**config.mk**
```make
export PLATFORM = sky130hd
export DESIGN_NAME = pfx_encoder
export DESIGN_NICKNAME = d
export VERILOG_FILES = /design/src/rtl/pfx_pkg.sv /design/src/rtl/pfx_classify.sv /design/src/rtl/pfx_packer.sv /design/src/rtl/pfx_stream.sv /design/src/rtl/pfx_encoder.sv
export SDC_FILE = /design/constraint.sdc
export NUM_CORES = 1
export LEC_CHECK = 0
export ABC_AREA = 1
export CORE_MARGIN = 1
export CORE_UTILIZATION = 47
export CTS_BUF_LIST = sky130_fd_sc_hd__clkbuf_8
export CTS_CLUSTER_SIZE = 30
export DETAILED_ROUTE_END_ITERATION = 12
export PLACE_DENSITY_LB_ADDON = 0.1
export SYNTH_ARGS = -nofsm -noshare
export SYNTH_HDL_FRONTEND = slang
export SYNTH_HIERARCHICAL = 1
export SYNTH_SLANG_ARGS = --single-unit
```
**constraint.sdc**
```tcl
create_clock -name clk -period 1.58 [get_ports clk]
set_input_delay 0.316 -clock clk [delete_from_list [all_inputs] [get_ports clk]]
set_output_delay 0.316 -clock clk [all_outputs]
set_load 0.05 [all_outputs]
```
**src/rtl/pfx_pkg.sv**
```systemverilog
package pfx_pkg;

    localparam int MAP_W       = 3;
    localparam int MAP_FIELD_W = 5;
    localparam int MAX_MAP     = 3;
    localparam int VREG_W      = 4;
    localparam int SEL_W       = 2;
    localparam int BYTE_W      = 8;
    localparam int MAX_BYTES   = 3;
    localparam int IDX_W       = $clog2(MAX_BYTES);
    localparam int TAIL_W      = VREG_W + 1 + SEL_W;

    localparam logic [BYTE_W-1:0] ESC_LONG  = 8'hC4;
    localparam logic [BYTE_W-1:0] ESC_SHORT = 8'hC5;

    typedef enum logic [SEL_W-1:0] {
        SEL_NONE = 2'd0,
        SEL_66   = 2'd1,
        SEL_F3   = 2'd2,
        SEL_F2   = 2'd3
    } simd_sel_e;

    typedef struct packed {
        logic              m64;
        logic              w;
        logic              r;
        logic              x;
        logic              b;
        logic [MAP_W-1:0]  map;
        logic [VREG_W-1:0] vreg;
        logic              len256;
        simd_sel_e         sel;
    } pfx_fields_t;

    typedef enum logic [1:0] {
        ST_IDLE,
        ST_SEND,
        ST_DONE
    } pfx_state_e;

    function automatic logic needs_long(pfx_fields_t f);
        return f.x | f.b | f.w | (f.map != MAP_W'(1));
    endfunction

    function automatic logic [VREG_W-1:0] eff_vreg(pfx_fields_t f);
        return f.m64 ? f.vreg : {1'b1, f.vreg[VREG_W-2:0]};
    endfunction

    function automatic logic [TAIL_W-1:0] tail_bits(pfx_fields_t f);
        return {eff_vreg(f), f.len256, f.sel};
    endfunction

endpackage

```
**src/rtl/pfx_classify.sv**
```systemverilog
module pfx_classify
    import pfx_pkg::*;
(
    input  pfx_fields_t fields_i,
    output logic        bad_o
);
    logic map_bad;
    logic r_bad;
    logic xb_bad;

    always_comb begin
        map_bad = (fields_i.map > MAP_W'(MAX_MAP));
        r_bad   = !fields_i.m64 && fields_i.r;
        xb_bad  = !fields_i.m64 && needs_long(fields_i) && (fields_i.x || fields_i.b);
        bad_o   = map_bad || r_bad || xb_bad;
    end
endmodule

```
**src/rtl/pfx_packer.sv**
```systemverilog
module pfx_packer
    import pfx_pkg::*;
(
    input  pfx_fields_t                          fields_i,
    output logic [MAX_BYTES-1:0][BYTE_W-1:0]     bytes_o,
    output logic [IDX_W-1:0]                     last_idx_o
);
    logic long_form;

    always_comb begin
        long_form = needs_long(fields_i);
        bytes_o   = '0;
        if (long_form) begin
            bytes_o[0] = ESC_LONG;
            bytes_o[1] = {~fields_i.r, ~fields_i.x, ~fields_i.b,
                          MAP_FIELD_W'(fields_i.map)};
            bytes_o[2] = {fields_i.w, tail_bits(fields_i)};
            last_idx_o = IDX_W'(MAX_BYTES - 1);
        end else begin
            bytes_o[0] = ESC_SHORT;
            bytes_o[1] = {~fields_i.r, tail_bits(fields_i)};
            last_idx_o = IDX_W'(MAX_BYTES - 2);
        end
    end
endmodule

```
**src/rtl/pfx_stream.sv**
```systemverilog
module pfx_stream
    import pfx_pkg::*;
(
    input  logic             clk,
    input  logic             rst,
    input  logic             start_i,
    input  logic             bad_i,
    input  logic [IDX_W-1:0] last_idx_i,
    input  logic             ready_i,
    output logic             capture_o,
    output logic [IDX_W-1:0] idx_o,
    output logic             valid_o,
    output logic             last_o,
    output logic             done_o,
    output logic             err_o
);
    pfx_state_e       state_q;
    logic [IDX_W-1:0] idx_q;
    logic             err_q;

    assign capture_o = (state_q == ST_IDLE) && start_i;
    assign valid_o   = (state_q == ST_SEND);
    assign last_o    = valid_o && (idx_q == last_idx_i);
    assign done_o    = (state_q == ST_DONE);
    assign err_o     = err_q;
    assign idx_o     = idx_q;

    always_ff @(posedge clk) begin
        if (rst) begin
            state_q <= ST_IDLE;
            idx_q   <= '0;
            err_q   <= 1'b0;
        end else begin
            err_q <= capture_o && bad_i;
            case (state_q)
                ST_IDLE: begin
                    idx_q <= '0;
                    if (capture_o && !bad_i) state_q <= ST_SEND;
                end
                ST_SEND: begin
                    if (ready_i) begin
                        if (last_o) state_q <= ST_DONE;
                        else        idx_q   <= idx_q + IDX_W'(1);
                    end
                end
                default: state_q <= ST_IDLE;
            endcase
        end
    end
endmodule

```
**src/rtl/pfx_encoder.sv**
```systemverilog
module pfx_encoder
    import pfx_pkg::*;
(
    input  logic                  clk,
    input  logic                  rst,
    input  logic                  start_i,
    input  logic                  long_mode_i,
    input  logic                  ext_w_i,
    input  logic                  ext_r_i,
    input  logic                  ext_x_i,
    input  logic                  ext_b_i,
    input  logic [MAP_W-1:0]      map_i,
    input  logic [VREG_W-1:0]     vreg_i,
    input  logic                  len256_i,
    input  logic [SEL_W-1:0]      simd_sel_i,
    output logic [BYTE_W-1:0]     byte_o,
    output logic                  byte_valid_o,
    input  logic                  byte_ready_i,
    output logic                  last_o,
    output logic                  done_o,
    output logic                  err_o
);
    pfx_fields_t                      live_f;
    pfx_fields_t                      held_q;
    logic                             bad;
    logic                             capture;
    logic [MAX_BYTES-1:0][BYTE_W-1:0] bytes;
    logic [IDX_W-1:0]                 last_idx;
    logic [IDX_W-1:0]                 idx;

    always_comb begin
        live_f.m64    = long_mode_i;
        live_f.w      = ext_w_i;
        live_f.r      = ext_r_i;
        live_f.x      = ext_x_i;
        live_f.b      = ext_b_i;
        live_f.map    = map_i;
        live_f.vreg   = vreg_i;
        live_f.len256 = len256_i;
        live_f.sel    = simd_sel_e'(simd_sel_i);
    end

    always_ff @(posedge clk) begin
        if (rst)          held_q <= '0;
        else if (capture) held_q <= live_f;
    end

    pfx_classify i_classify (
        .fields_i (live_f),
        .bad_o    (bad)
    );

    pfx_packer i_packer (
        .fields_i   (held_q),
        .bytes_o    (bytes),
        .last_idx_o (last_idx)
    );

    pfx_stream i_stream (
        .clk        (clk),
        .rst        (rst),
        .start_i    (start_i),
        .bad_i      (bad),
        .last_idx_i (last_idx),
        .ready_i    (byte_ready_i),
        .capture_o  (capture),
        .idx_o      (idx),
        .valid_o    (byte_valid_o),
        .last_o     (last_o),
        .done_o     (done_o),
        .err_o      (err_o)
    );

    assign byte_o = byte_valid_o ? bytes[idx] : '0;
endmodule

```
==> impl_metrics.py, run 1 <==
metrics = {
    "placement": {
        "place_ws_ns": -0.0686,
        "portBuffers": 30,
        "gp_congestion": 0.836,
        "placed_cell_area_um2": 2010,
        "dp_hpwl_um": 2300,
    },
    "setup_path": {
        "path_class": "reg2out",
        "arrival_ns": 1.59,
        "cp-end-kind": "output port",
        "crit_required_ns": 1.26,
        "worst_setup_path_start_kind": "flop",
        "crit_path_max_fanout": 7,
    },
    "cells_and_area": {
        "fin_area_um2": 2170,
        "drive_gt1_share_pct": 34.0,
        "fillers": 217,
        "register_area_um2": 414,
        "diodes": 0,
        "multi_input_area_um2": 842,
        "syn2layout_area_growth_pct": 49.4,
        "fin_util_pct": 76.2,
        "nNetsFinal": 303,
    },
    "clock_tree": {
        "clock_path_buffers": 2,
        "htreeDepth": 1,
        "ctsHoldBuffers": 0,
        "cts_buffers": 3,
        "path_clk_slew_ns": 0.07,
        "clkLatencyLatePin_ns": 0.26,
        "cts_tree": "done",
        "clkSinkCount": 20,
        "cts_root_buf": "clkbuf_8",
    },
    "yosys": {
        "synth_mux_area_share_pct": 0,
        "yosys_register_bits": 20,
        "synth_cell_type_count": 26,
        "yosysTopAreaCellShare_pct": 27.5,
        "synth_fa_ha_area_share_pct": 0,
        "synth.area.top_cells": "dfxtp_1 (28%), nand2_1 (21%), inv_1 (11%), a21oi_1 (8.9%), buf_4 (4.6%)",
        "synth_compound_area_share_pct": 10.5,
        "yosysSeqAreaShare_pct": 27.5,
        "postSynthCellCount": 235,
        "synth_top_family_by_area": "simple AND/OR/NAND/NOR gates",
        "syn_area_per_cell_um2": 6.19,
        "ys.warnings.count": 6,
        "synth-simple-area-share_pct": 38.6,
        "synth_largest_area_cell": "dfxtp_1",
        "syn_area_um2": 1460,
        "synth_xor_area_share_pct": 0.602,
    },
    "die": {
        "dieArea_um2": 3320,
        "core_area_um2": 2850,
        "die_width_um": 57.6,
        "die_y_um": 57.6,
        "rows": 19,
        "num_io_pins": 31,
        "initial_utilization_pct": 51.0,
    },
    "routing": {
        "vias": 1474,
        "drc": 4,
        "met3_length_um": 85,
        "vias_per_cell": 4.71,
        "wl_met2_um": 1510,
        "m1WireLength_um": 1540,
        "drtPass1Iterations": 9,
        "ant_nets": 0,
        "drtIter0Drc": 52,
        "wl_per_cell_um": 10.2,
        "finalWirelength_um": 3200,
        "routed.top_layer": "met4",
    },
    "sta": {
        "timing.hold.ws_ns": 0.464,
        "final-hold-violation-count": 0,
        "post-route-period-util_pct": 121,
        "finalSetupViolCount": 9,
        "rsz0062_at_grt": "yes",
        "fin_crit_ns": 1.90,
        "slew_violations": 0,
        "fmax_ghz": 0.525,
        "finClkSkew_ns": 0.00246,
        "setup_ws_ns": -0.325,
    },
    "pwr": {
        "vdd_ir_drop_max_mv": 0.502,
        "seqPwrFrac_pct": 42.2,
        "p_sw_mw": 0.401,
        "leakagePower_nw": 1.01,
        "combinationalPowerShare_pct": 33.0,
        "p_per_area_nw_per_um2": 603,
        "p_sw_share_pct": 30.6,
        "p_clk_share_pct": 24.8,
        "p_int_mw": 0.910,
    },
    "min_path": {
        "hold_class": "reg2reg",
    },
    "grt": {
        "grt_pass1_vias": 1303,
        "grt_max_degree": 21,
        "track_usage_pct": 21.2,
        "grt_pass1_wl_um": 5560,
        "grt_overflow": 0,
        "antenna_found_initial": 0,
    },
    "run_status": {
        "failed_checks": "design-rule violations, negative setup slack",
        "outcome": "finished, violations left",
    },
    "job": {
        "drv_cap": 0,
    },
}
==> layout by cell type, fill, tap and decap left out, types with 5 or more instances in the layout <==
cell type         n
a21oi_1          18
a21oi_2          10
buf_12           14
buf_4            19
clkdlybuf4s50_1  18
conb_1            7
dfxtp_1          13
dfxtp_2           5
inv_1            37
inv_2             7
nand2_1          76
nand2_2          14
nand3_2           5
nand4_1           7
nor2_4            5
==> per-stage QoR <==
stage | TNS, ns | cells | total power, mW
floorplan | -2.48 | 240 | 0.813
global placement | -0.304 | 305 | 0.950
detailed placement | -0.458 | 305 | 0.954
CTS | -2.46 | 312 | 1.30
global route | -3.43 | 313 | 1.39
finish | -2.51 | 313 | 1.31
==> cells in the mapped netlist <==
cell,instances
nand4_1,7
nor3b_1,1
o21ai_0,1
a21oi_2,2
clkinv_4,1
nand2_1,82
nand3_2,1
a21oi_1,26
clkbuf_1,1
nor2_8,1
nor3_1,1
inv_2,3
conb_1,2
inv_1,44
nand3_4,1
nor2_4,3
nor2_2,3
dfxtp_1,20
xor2_1,1
buf_4,9
nor2_1,2
buf_2,1
inv_4,1
nand2_2,8
nand3_1,8
buf_6,5
==> final cells by class <==
cell class	count	share of cell area (%)
inverter	49	9.26
timing repair buffer	54	29.3
tap	31	1.78
multi-input combinational	156	38.7
sequential	20	19.0
clock buffer	3	1.90
==> routing by layer <==
| layer | up-vias | GRT usage [%] |
|---|---|---|
| met4 | 0 | 8.36 |
| met5 | - | 0 |
| met2 | 33 | 35.7 |
| met1 | 645 | 27.8 |
| li1 | 789 | - |
| met3 | 7 | 2.46 |
==> worst max-delay path, stage by stage, from the launching register on <==
cell     delay, ns
dfxtp_2       0.33
inv_2         0.04
nor2_4        0.17
nand3_4       0.16
nor2_2        0.11
inv_1         0.04
nand2_1       0.05
nand3_1       0.08
a21oi_2       0.18
buf_12        0.16
==> path summary, 6_finish.rpt <==
check	start	to	slack, ns	cells past startpoint
max	held_q[7]	byte_o[4]	-0.32	9
min	held_q[14]	held_q[14]	0.46	2
max reg2reg	held_q[7]	i_stream/state_q[1]	0.18	10
min reg2reg	held_q[14]	held_q[14]	0.46	2
==> registers in the layout, summed over array words and instances, names as in the netlist <==
register and count:
i_stream/err_o 1, i_stream/state_q 2, i_stream/idx_o 2, held_q 15
==> power by group through the flow <==
stage	clock network [mW]	logic [mW]	registers [mW]
after floorplan	0	0.241	0.572
after global placement	0	0.385	0.565
after detailed placement	0	0.388	0.566
after CTS	0.335	0.414	0.555
after global routing	0.354	0.475	0.558
final	0.326	0.432	0.554
==> logic make-up after synthesis <==
kind of cell / Yosys count
simple gates: 118
buf+inv: 65
compound gates: 29
flops: 20
other cells: 2
xor+xnor: 1
==> timing repair <==
item | in CTS | in global routing
resized for setup | 10 | 14
endpoints found under the setup margin | 9 | 10
endpoints found under the hold margin | 0 | 0
cloned | 1 | 0
setup buffers | 3 | 1
pin swaps | 8 | 6
Power figures use the tool's default switching activity.
==> run 2: changes to the inputs <==
--- a/config.mk
+++ b/config.mk
@@ -7,12 +7,11 @@
 export LEC_CHECK = 0
 export ABC_AREA = 1
 export CORE_MARGIN = 1
-export CORE_UTILIZATION = 47
+export CORE_UTILIZATION = 43
 export CTS_BUF_LIST = sky130_fd_sc_hd__clkbuf_8
 export CTS_CLUSTER_SIZE = 30
 export DETAILED_ROUTE_END_ITERATION = 12
 export PLACE_DENSITY_LB_ADDON = 0.1
 export SYNTH_ARGS = -nofsm -noshare
 export SYNTH_HDL_FRONTEND = slang
-export SYNTH_HIERARCHICAL = 1
 export SYNTH_SLANG_ARGS = --single-unit
==> impl_metrics.py, run 2 <==
metrics = {
    "setup_path": {
        "crit_path_max_fanout": 6,
        "crit_path_cell_trace": "inv_2, nor2_4, nand3_4, o21ai_2, nand2_1, a21oi_2, buf_12",
        "rr_endpoint": "i_stream.state_q[0]",
        "critPathBufInv": 2,
        "path_class": "reg2out",
        "cp_top_family": "simple AND/OR/NAND/NOR gates",
        "timing.rr.start": "held_q[7]",
        "reg2reg_depth": 11,
        "arrival_ns": 1.53,
        "crit_required_ns": 1.26,
        "max_stage_delay_ns": 0.35,
        "cp_slowest_cell": "dfxtp_2",
        "rrSetupSlack_ns": 0.05,
        "endpoint": "byte_o[2]",
        "startpoint": "held_q[7]",
        "worst_setup_path_start_kind": "flop",
        "worst-path-stages": 7,
        "cp-end-kind": "output port",
    },
    "sta": {
        "setup_ws_ns": -0.265,
        "slew_violations": 0,
        "finalSetupViolCount": 9,
        "max-slew-margin-rel_pct": 81.4,
        "final-hold-violation-count": 0,
        "tightest_slew_ns": 0.278,
        "finClkSkew_ns": 0.00781,
        "rsz0062_at_grt": "yes",
        "post-route-period-util_pct": 117,
        "fin_crit_ns": 1.85,
        "fmax_ghz": 0.542,
    },
    "cells_and_area": {
        "nNetsFinal": 211,
        "fin_util_pct": 82.6,
        "largest_reg_flops": 15,
        "diodes": 0,
        "drive_gt1_share_pct": 43.2,
        "final_cell_mix": "nor2_1 (26), clkdlybuf4s50_1 (18), o21ai_0 (17), buf_4 (15), buf_12 (14)",
        "fillers": 138,
        "fin_area_um2": 1860,
        "layout_commonest_cell": "nor2_1",
        "final-instance-count-excl-fill": 218,
        "syn2layout_area_growth_pct": 77.1,
        "top_register": "held_q",
    },
    "grt": {
        "antenna_found_initial": 0,
        "grt_overflow": 0,
        "track_usage_pct": 25.1,
        "grt_max_degree": 20,
        "grt_pass1_vias": 1067,
        "grt_pass1_wl_um": 4880,
    },
    "yosys": {
        "synth-simple-area-share_pct": 36.1,
        "yosysSeqAreaShare_pct": 38.1,
        "synth_edf_count": 0,
        "yosys_register_bits": 20,
        "synth_mux_area_share_pct": 0,
        "synth_top_family_by_area": "simple AND/OR/NAND/NOR gates",
        "ys.flop_type": "dfxtp_1",
        "ys.warnings.count": 0,
        "yosysTopAreaCellShare_pct": 38.1,
        "syn_area_um2": 1050,
        "syn_area_per_cell_um2": 7.40,
        "syn_nets": 161,
        "synth_compound_area_share_pct": 17.3,
        "synth.area.top_cells": "dfxtp_1 (38%), nor2_1 (10%), o21ai_0 (9.0%), nand2_1 (6.1%), a21oi_1 (5.7%)",
        "ys_async_sr_fraction_pct": 0,
        "synth_xor_area_share_pct": 0,
        "yosysMostFrequentCell": "nor2_1",
        "synth_largest_area_cell": "dfxtp_1",
        "synthTopCellsByCount": "nor2_1 (29), dfxtp_1 (20), o21ai_0 (19), nand2_1 (17), a21oi_1 (12)",
        "postSynthCellCount": 142,
        "synth_cell_type_count": 27,
        "synth_fa_ha_area_share_pct": 0,
    },
    "placement": {
        "placed_cell_area_um2": 1610,
        "gp_congestion": 0.900,
        "placed_cells": 206,
        "dp_hpwl_um": 2060,
        "place_ws_ns": 0.00236,
        "portBuffers": 30,
    },
    "clock_tree": {
        "clkLatencyLatePin_ns": 0.26,
        "cts_buffers": 3,
        "cts_root_buf": "clkbuf_8",
        "clock_path_buffers": 2,
        "path_clk_slew_ns": 0.07,
        "htreeDepth": 1,
        "cts_tree": "done",
        "ctsHoldBuffers": 0,
        "clkSinkCount": 20,
    },
    "die": {
        "die_y_um": 51.4,
        "initial_utilization_pct": 46.6,
        "dieArea_um2": 2650,
        "die_width_um": 51.4,
        "rows": 17,
        "core_area_um2": 2250,
        "num_io_pins": 31,
    },
    "routing": {
        "ant_nets": 0,
        "drtIter0Drc": 22,
        "wl_per_cell_um": 14.6,
        "vias": 1169,
        "finalWirelength_um": 3190,
        "drtPass1Iterations": 4,
        "vias_per_cell": 5.36,
        "drc": 0,
    },
    "pwr": {
        "vdd_ir_drop_max_mv": 0.672,
        "p_sw_mw": 0.384,
        "leakagePower_nw": 0.777,
        "p_per_area_nw_per_um2": 673,
        "p_sw_share_pct": 30.6,
        "p_int_mw": 0.870,
        "p_clk_share_pct": 26.3,
        "seqPwrFrac_pct": 46.2,
        "combinationalPowerShare_pct": 27.5,
    },
    "run_status": {
        "outcome": "finished, violations left",
        "failed_checks": "negative setup slack",
    },
    "min_path": {
        "min-delay-start": "held_q[2]",
        "hold_class": "reg2reg",
    },
    "job": {
        "drv_cap": 0,
    },
}
==> run 2: changes by cell type in the layout (fill, tap and decap cells not counted), moves of 10 or more <==
cell and delta:
nand2_2 -12, nand2_1 -63, inv_1 -30, a21oi_1 -10, o21ai_0 +16, nor2_1 +24
==> run 2: final cells by class <==
type	count	area, µm²	area share (%)
timing repair buffer	50	607	32.6
clock buffer	3	41.3	2.22
tap	28	35.0	1.88
sequential	20	417	22.4
inverter	14	70.1	3.76
multi-input combinational	103	692	37.2
==> run 2: logic make-up (layout without fill, tap and decap cells) <==
logic type	Yosys count	after routing
and+or+nand+nor	69	69
AOI/OAI and AO/OA	34	34
DFF	20	20
buffers and inverters	19	67
==> run 2: through the flow <==
step	total power, mW	TNS (ns)	hold WS, ns
floorplan	0.753	-0.252	0.378
global placement	0.888	0	0.466
detailed placement	0.895	0	0.485
CTS	1.23	-1.66	0.493
global route	1.32	-2.42	0.528
finish	1.25	-1.85	0.500
==> run 2: how the worst min path moves through the flow <==
stage	end	slack (ns)	cells past startpoint
after floorplan	i_stream.state_q[0]	0.38	1
after global placement	held_q[4]	0.47	2
after detailed placement	held_q[2]	0.48	2
after CTS	held_q[7]	0.49	2
after global routing	held_q[7]	0.53	2
final	held_q[2]	0.50	2
==> run 2: power groups by stage <==
stage	registers, mW	clock network [mW]	logic (mW)
2_1_floorplan	0.582	0	0.171
3_3_place_gp	0.580	0	0.308
3_5_place_dp	0.580	0	0.314
4_1_cts	0.574	0.334	0.323
5_1_grt	0.583	0.364	0.369
6_report	0.579	0.330	0.345
==> run 2: worst reg2reg max path, delay by kind of cell (launching register included) <==
family	cells	cell delay, ns
buffers and inverters	4	0.33
DFF	1	0.35
and+or+nand+nor	6	0.65
AOI/OAI and AO/OA	1	0.13
==> run 2: repair_timing <==
| item | CTS | global route |
|---|---|---|
| gates resized for setup | 19 | 19 |
| setup endpoints to repair | 9 | 11 |
| pin swaps | 3 | 9 |
| cloned | 0 | 0 |
| setup buffers | 9 | 4 |
==> run 2: routing by layer <==
layer | wire length (µm) | vias up | GRT usage [%]
li1 | - | 561 | -
met1 | 1340 | 560 | 31.9
met2 | 1620 | 40 | 41.8
met3 | 147 | 8 | 4.17
met4 | 87 | 0 | 9.91
met5 | 0 | - | 0
==> run 3: changes to the inputs <==
--- a/config.mk
+++ b/config.mk
@@ -7,11 +7,12 @@
 export LEC_CHECK = 0
 export ABC_AREA = 1
 export CORE_MARGIN = 1
-export CORE_UTILIZATION = 43
+export CORE_UTILIZATION = 47
 export CTS_BUF_LIST = sky130_fd_sc_hd__clkbuf_8
 export CTS_CLUSTER_SIZE = 30
 export DETAILED_ROUTE_END_ITERATION = 12
 export PLACE_DENSITY_LB_ADDON = 0.1
 export SYNTH_ARGS = -nofsm -noshare
 export SYNTH_HDL_FRONTEND = slang
+export SYNTH_HIERARCHICAL = 1
 export SYNTH_SLANG_ARGS = --single-unit
==> results of run 3 <==
The final DEF is identical to that of run 1; final timing and power are the same.
